===== src/rtl/mono_pkg.sv =====
package mono_pkg;
    localparam int XLEN   = 32;
    localparam int RIDX_W = 5;

    localparam logic [5:0] OPC_RTYPE = 6'h00;
    localparam logic [5:0] OPC_JUMP  = 6'h02;
    localparam logic [5:0] OPC_BEQ   = 6'h04;
    localparam logic [5:0] OPC_LOAD  = 6'h23;
    localparam logic [5:0] OPC_STORE = 6'h2B;

    localparam logic [5:0] FN_ADD = 6'h20;
    localparam logic [5:0] FN_SUB = 6'h22;
    localparam logic [5:0] FN_AND = 6'h24;
    localparam logic [5:0] FN_OR  = 6'h25;
    localparam logic [5:0] FN_SLT = 6'h2A;

    typedef enum logic [2:0] {
        ALU_ADD, ALU_SUB, ALU_AND, ALU_OR, ALU_SLT
    } alu_fn_e;

    typedef struct packed {
        logic    reg_write;
        logic    dst_is_rd;
        logic    use_imm;
        logic    mem_read;
        logic    mem_write;
        logic    is_branch;
        logic    is_jump;
        alu_fn_e alu_fn;
    } ctrl_t;
endpackage


===== src/rtl/mono_decode.sv =====
module mono_decode
    import mono_pkg::*;
(
    input  logic [XLEN-1:0] instr,
    output ctrl_t           ctrl
);
    logic [5:0] opc;
    logic [5:0] fn;
    logic       shamt_zero;

    assign opc        = instr[31:26];
    assign fn         = instr[5:0];
    assign shamt_zero = (instr[10:6] == 5'd0);

    always_comb begin
        ctrl = '0;
        ctrl.alu_fn = ALU_ADD;
        case (opc)
            OPC_RTYPE: begin
                ctrl.dst_is_rd = 1'b1;
                ctrl.reg_write = shamt_zero;
                case (fn)
                    FN_ADD:  ctrl.alu_fn = ALU_ADD;
                    FN_SUB:  ctrl.alu_fn = ALU_SUB;
                    FN_AND:  ctrl.alu_fn = ALU_AND;
                    FN_OR:   ctrl.alu_fn = ALU_OR;
                    FN_SLT:  ctrl.alu_fn = ALU_SLT;
                    default: ctrl.reg_write = 1'b0;
                endcase
            end
            OPC_LOAD: begin
                ctrl.reg_write = 1'b1;
                ctrl.use_imm   = 1'b1;
                ctrl.mem_read  = 1'b1;
            end
            OPC_STORE: begin
                ctrl.use_imm   = 1'b1;
                ctrl.mem_write = 1'b1;
            end
            OPC_BEQ: begin
                ctrl.is_branch = 1'b1;
                ctrl.alu_fn    = ALU_SUB;
            end
            OPC_JUMP: ctrl.is_jump = 1'b1;
            default: ;
        endcase
    end
endmodule


===== src/rtl/mono_alu.sv =====
module mono_alu
    import mono_pkg::*;
(
    input  logic [XLEN-1:0] op_a,
    input  logic [XLEN-1:0] op_b,
    input  alu_fn_e         fn,
    output logic [XLEN-1:0] result,
    output logic            is_zero
);
    always_comb begin
        case (fn)
            ALU_SUB: result = op_a - op_b;
            ALU_AND: result = op_a & op_b;
            ALU_OR:  result = op_a | op_b;
            ALU_SLT: result = {{(XLEN-1){1'b0}}, ($signed(op_a) < $signed(op_b))};
            default: result = op_a + op_b;
        endcase
    end
    assign is_zero = (result == '0);
endmodule


===== src/rtl/mono_regfile.sv =====
module mono_regfile
    import mono_pkg::*;
#(
    parameter int NREGS = 32,
    localparam int AW = $clog2(NREGS)
) (
    input  logic            clk,
    input  logic            rst,
    input  logic            wr_en,
    input  logic [AW-1:0]   wr_addr,
    input  logic [XLEN-1:0] wr_data,
    input  logic [AW-1:0]   rd_addr_a,
    input  logic [AW-1:0]   rd_addr_b,
    output logic [XLEN-1:0] rd_data_a,
    output logic [XLEN-1:0] rd_data_b
);
    logic [XLEN-1:0] regs_d [NREGS];
    logic [XLEN-1:0] regs_q [NREGS];

    always_comb begin
        for (int i = 0; i < NREGS; i++) regs_d[i] = regs_q[i];
        if (wr_en && (wr_addr != '0)) regs_d[wr_addr] = wr_data;
    end

    always_ff @(posedge clk) begin
        for (int i = 0; i < NREGS; i++) begin
            if (rst) regs_q[i] <= '0;
            else     regs_q[i] <= regs_d[i];
        end
    end

    assign rd_data_a = (rd_addr_a == '0) ? '0 : regs_q[rd_addr_a];
    assign rd_data_b = (rd_addr_b == '0) ? '0 : regs_q[rd_addr_b];
endmodule


===== src/rtl/mono_core.sv =====
module mono_core
    import mono_pkg::*;
#(
    parameter int NREGS = 32,
    localparam int AW = $clog2(NREGS)
) (
    input  logic            clk,
    input  logic            rst,
    output logic [XLEN-1:0] imem_addr,
    input  logic [XLEN-1:0] imem_rdata,
    output logic [XLEN-1:0] dmem_addr,
    output logic            dmem_we,
    output logic [XLEN-1:0] dmem_wdata,
    input  logic [XLEN-1:0] dmem_rdata,
    output logic [XLEN-1:0] dbg_pc,
    output logic            dbg_wr_en,
    output logic [AW-1:0]   dbg_wr_addr,
    output logic [XLEN-1:0] dbg_wr_data
);
    typedef struct packed {
        logic [XLEN-1:0] pc;
    } core_state_t;

    core_state_t st_d, st_q;
    logic [XLEN-1:0] maddr_q;

    ctrl_t           ctrl;
    logic [XLEN-1:0] instr;
    logic [AW-1:0]   rs, rt, rd, wb_addr;
    logic [XLEN-1:0] imm_sext, ra, rb, alu_b, alu_y, wb_data;
    logic [XLEN-1:0] pc_plus4, br_target, jmp_target;
    logic            alu_zero, wb_en;

    assign instr    = imem_rdata;
    assign rs       = instr[21 +: AW];
    assign rt       = instr[16 +: AW];
    assign rd       = instr[11 +: AW];
    assign imm_sext = {{(XLEN-16){instr[15]}}, instr[15:0]};

    mono_decode u_dec (
        .instr (instr),
        .ctrl  (ctrl)
    );

    mono_regfile #(.NREGS(NREGS)) u_rf (
        .clk       (clk),
        .rst       (rst),
        .wr_en     (wb_en),
        .wr_addr   (wb_addr),
        .wr_data   (wb_data),
        .rd_addr_a (rs),
        .rd_addr_b (rt),
        .rd_data_a (ra),
        .rd_data_b (rb)
    );

    assign alu_b = ctrl.use_imm ? imm_sext : rb;

    mono_alu u_alu (
        .op_a    (ra),
        .op_b    (alu_b),
        .fn      (ctrl.alu_fn),
        .result  (alu_y),
        .is_zero (alu_zero)
    );

    assign pc_plus4   = st_q.pc + XLEN'(4);
    assign br_target  = pc_plus4 + {imm_sext[XLEN-3:0], 2'b00};
    assign jmp_target = {pc_plus4[XLEN-1:XLEN-4], instr[25:0], 2'b00};

    assign wb_addr = ctrl.dst_is_rd ? rd : rt;
    assign wb_data = ctrl.mem_read ? dmem_rdata : alu_y;
    assign wb_en   = ctrl.reg_write && !rst && (wb_addr != '0);

    always_comb begin
        st_d = st_q;
        if (rst)                          st_d.pc = '0;
        else if (ctrl.is_jump)            st_d.pc = jmp_target;
        else if (ctrl.is_branch && alu_zero) st_d.pc = br_target;
        else                              st_d.pc = pc_plus4;
    end

    always_ff @(posedge clk) st_q <= st_d;

    always_ff @(negedge clk) maddr_q <= alu_y;

    assign imem_addr   = st_q.pc;
    assign dmem_addr   = maddr_q;
    assign dmem_we     = ctrl.mem_write && !rst;
    assign dmem_wdata  = rb;
    assign dbg_pc      = st_q.pc;
    assign dbg_wr_en   = wb_en;
    assign dbg_wr_addr = wb_addr;
    assign dbg_wr_data = wb_data;
endmodule


===== config.mk =====
export PLATFORM = sky130hd
export DESIGN_NAME = mono_core
export DESIGN_NICKNAME = d
export VERILOG_FILES = /design/src/rtl/mono_pkg.sv /design/src/rtl/mono_decode.sv /design/src/rtl/mono_alu.sv /design/src/rtl/mono_regfile.sv /design/src/rtl/mono_core.sv
export SDC_FILE = /design/constraint.sdc
export NUM_CORES = 2
export LEC_CHECK = 0
export ABC_AREA = 1
export BUFFER_PORTS_ARGS = -buffer_cell sky130_fd_sc_hd__buf_2
export CELL_PAD_IN_SITES_DETAIL_PLACEMENT = 0
export CELL_PAD_IN_SITES_GLOBAL_PLACEMENT = 1
export CORE_MARGIN = 2
export CORE_UTILIZATION = 30
export CTS_CLUSTER_DIAMETER = 40
export DETAILED_ROUTE_END_ITERATION = 7
export PLACE_DENSITY = 0.62
export SLEW_MARGIN = 25
export SYNTH_ARGS = -nofsm -noshare
export SYNTH_HDL_FRONTEND = slang
export SYNTH_SLANG_ARGS = --single-unit

===== constraint.sdc =====
create_clock -name clk -period 9.3 [get_ports clk]
set_clock_uncertainty 0.2 [all_clocks]
set_input_delay 1.86 -clock clk [delete_from_list [all_inputs] [get_ports clk]]
set_output_delay 1.86 -clock clk [all_outputs]
set_load 0.1 [all_outputs]

==> impl_metrics.tcl <==
set metrics [dict create \
    postRouteAntennaNets 0 \
    grtUsageTotal 0.315 \
    routed_wl_um 366000 \
    crit_arrival_ns 5.51 \
    nFillCells 22400 \
    htree_levels 4 \
    seq_area_frac_synth 0.332 \
    ff2ff_setup_slack_ns 0.77 \
    grt_max_degree 257 \
    p_switching_w 0.00741 \
    antenna_found_initial 19 \
    critPathMaxFanout 11 \
    seqPwrFrac 0.236 \
    drv_slew 0 \
    met1_length_um 160000 \
    cts_buffer_depth 3 \
    critPathTopFamily "buffers and inverters" \
    ys.flop_type "dfxtp_1" \
    dp_hpwl_um 245000 \
    p_per_area_nw_per_um2 221 \
    max_stage_delay_ns 0.36 \
    worstHoldEndpoint "u_rf.regs_q[0][24]" \
    via_per_inst 5.54 \
    r2r_end "dmem_addr[20]" \
    async_reset_ff_frac 0 \
    final_nets 11200 \
    drc 0 \
    num_io_pins 233 \
    hold_class "reg -> reg" \
    comb_power_share 0.305 \
    ir_worst_vdd_uv 218 \
    critPathCaptureType "flip-flop" \
    dr.pass1.iters 6 \
    numClockSinks 1086 \
    violations "setup timing" \
    synth-edff-count 0 \
    overflow 0 \
    syn_area_um2 65600 \
    final.setup.tns_ns -7.49 \
    die_w_um 471 \
    std_cell_rows 171 \
    wl_met3_um 31400 \
    cp_common_cell "buf_4" \
    slowest_stage "buf_4" \
    startpoint "imem_rdata[18]" \
    setup_viol 29 \
    swShare 0.367 \
    yosysWarnings 0 \
    mostFrequentLayoutCells "1905 x o21ai_0, 1317 x a21oi_1, 1295 x inv_1" \
    finalHoldViolCount 0 \
    drtIter0Drc 9302 \
    cap_viol_max_count 0 \
    status "finished, violations left" \
    grt_pass1_wl_um 518000 \
    hold_ws_ns 0.231 \
    synthCells 10200 \
    layout-drive-gt1-share 0.219 \
    tightestPinTransition_ns 1.15 \
    intPower_w 0.0128 \
    synth.distinct_cells 57 \
    critPathRequiredTime_ns 5.14 \
    coreArea_um2 217000 \
    die_height_um 471 \
    crit_type "in -> reg" \
    syn_avg_cell_area_um2 6.41 \
    pre_cts_ws_ns -1.67 \
    top_layer "met4" \
    crit_chain "buf_4 -> buf_4 -> buf_4 -> buf_4 -> nand3_1 -> nand3_1 -> a41oi_4 -> buf_12 -> a21oi_2 -> buf_4 -> inv_1 -> ha_1 -> a21oi_4 -> buf_4 -> nor2_1 -> nor2_2 -> o21ai_0 -> buf_4 -> a21oi_2 -> nand2_1 -> nand2_1 -> a21oi_2 -> nor2_2 -> inv_1" \
    rsz0062_at_grt "yes" \
    layout_commonest_cell "o21ai_0" \
    gp_congestion 0.971 \
    dieArea_um2 222000 \
    setup_ws_ns -0.370 \
    hp-start "u_rf.regs_q[0][24]" \
    leakage_nw 41.4 \
    routed-wl-met2_um 157000 \
    syn2layout_area_growth_pct 39.2 \
    clkTransAtPathRegs_ns 0.05 \
    clock_latency_ns 0.92 \
    cts-buffers-inserted 237 \
    r2r-start "u_rf.regs_q[17][0]" \
    cp.buffers_inverters 10 \
    holdPathStages 2 \
    grt_pass1_vias 72600 \
    start_kind "primary input" \
    synth_seq_cells 1086 \
    hold_buffers 0 \
    wire_per_inst_um 25.9 \
    start_util 0.302 \
    cts_root_buf "clkbuf_16" \
    reg2reg_depth 24 \
    cts_tree "built" \
    portBuffers 228 \
    relSlewSlack 0.230 \
    p_clk_frac 0.458 \
    routed-via-count 78200 \
]
-- synthesized netlist by cell type (6+ instances only) --
cell | instances | area share
buf_1 | 68 | 0.0039
inv_1 | 1307 | 0.075
o211ai_1 | 225 | 0.026
ha_1 | 126 | 0.024
xnor2_1 | 12 | 0.0016
a221oi_1 | 11 | 0.0015
o311ai_0 | 15 | 0.0020
o21a_1 | 102 | 0.012
or2_2 | 8 | 0.00076
nand3b_1 | 16 | 0.0018
o22ai_1 | 106 | 0.010
a2bb2oi_1 | 7 | 0.00094
buf_4 | 38 | 0.0044
buf_2 | 74 | 0.0056
nor4_1 | 6 | 0.00057
o21bai_1 | 11 | 0.0013
o21ai_1 | 50 | 0.0038
o221ai_1 | 122 | 0.016
nor2_2 | 16 | 0.0015
clkbuf_1 | 732 | 0.042
nand4_1 | 65 | 0.0062
nor3_1 | 28 | 0.0021
o21ai_0 | 1981 | 0.15
a31oi_1 | 33 | 0.0031
inv_2 | 28 | 0.0016
a211oi_1 | 11 | 0.0013
nand2_1 | 1061 | 0.061
nor2_1 | 906 | 0.052
xor2_1 | 38 | 0.0051
nand3_1 | 489 | 0.037
a21oi_1 | 1386 | 0.11
dfxtp_1 | 1086 | 0.33
-- cell families (layout without fill, tap and decap cells) --
| logic type | count (synthesis) | count (layout) | synth area share |
|---|---|---|---|
| compound gates | 4090 | 4090 | 0.339 |
| simple gates | 2610 | 2610 | 0.165 |
| buf+inv | 2256 | 3282 | 0.133 |
| flops | 1086 | 1086 | 0.332 |
| fa+ha+maj | 129 | 129 | 0.0250 |
| xor+xnor | 50 | 50 | 0.00668 |
| other cells | 1 | 15 | 0.0000572 |
-- metrics by stage --
stage | total power [W] | std cells | instance area [um^2] | util
detailed placement | 0.0105 | 13500 | 78200 | 0.360
CTS | 0.0201 | 14100 | 90400 | 0.416
floorplan | 0.00777 | 10200 | 67100 | -
finish | 0.0202 | 14100 | 91200 | 0.420
global placement | 0.0105 | 13500 | 78200 | 0.360
global route | 0.0207 | 14100 | 91200 | 0.420
-- worst max path at each step --
stage / end / slack, ns / cells past startpoint
2_1_floorplan: dmem_addr[28] / -0.81 / 23
3_3_place_gp: dmem_addr[9] / -1.66 / 26
3_5_place_dp: dmem_addr[20] / -1.67 / 25
4_1_cts: dmem_addr[29] / -0.26 / 26
5_1_grt: dmem_addr[30] / -0.48 / 27
6_report: dmem_addr[29] / -0.37 / 24
-- worst min-delay path, cell delays in order (launching register included) --
cell     delay, ns
dfxtp_1       0.31
inv_1         0.05
nor2_1        0.03
-- sequential cells by signal (all words and copies together) (netlist names) --
signal,count
u_rf.regs_q,1024
dmem_addr,32
dbg_pc,30
-- timing repair --
item	4_1_cts	5_1_grt
buffers inserted	78	29
endpoints found under the setup margin	30	32
pin swaps	122	67
cloned	32	5
hold endpoints to repair	0	0
gates resized for setup	440	141
-- cell type report --
| type | count | area (um^2) | area share |
|---|---|---|---|
| multi-input combinational | 6883 | 37800 | 0.414 |
| sequential | 1086 | 21700 | 0.238 |
| timing repair buffer | 1460 | 14100 | 0.154 |
| clock buffer | 302 | 6550 | 0.0717 |
| inverter | 1338 | 5140 | 0.0563 |
| tap | 2854 | 3570 | 0.0391 |
| clock inverter | 179 | 2320 | 0.0254 |
| timing repair inverter | 3 | 36.3 | 0.000398 |
| antenna | 11 | 27.5 | 0.000302 |
-- power groups by stage --
| stage | Combinational, W | Clock [W] | Sequential, W |
|---|---|---|---|
| floorplan | 0.00248 | 0.0000217 | 0.00527 |
| global placement | 0.00558 | 0.0000217 | 0.00486 |
| detailed placement | 0.00558 | 0.0000217 | 0.00486 |
| CTS | 0.00597 | 0.00933 | 0.00477 |
| global route | 0.00640 | 0.00958 | 0.00476 |
| finish | 0.00616 | 0.00924 | 0.00477 |
-- layer usage --
metal | track usage | up-vias
li1 | - | 36100
met1 | 0.432 | 37300
met2 | 0.481 | 3964
met3 | 0.0573 | 784
met4 | 0.134 | 0
met5 | 0 | -
Note: power is estimated with default switching activity, not from simulation.
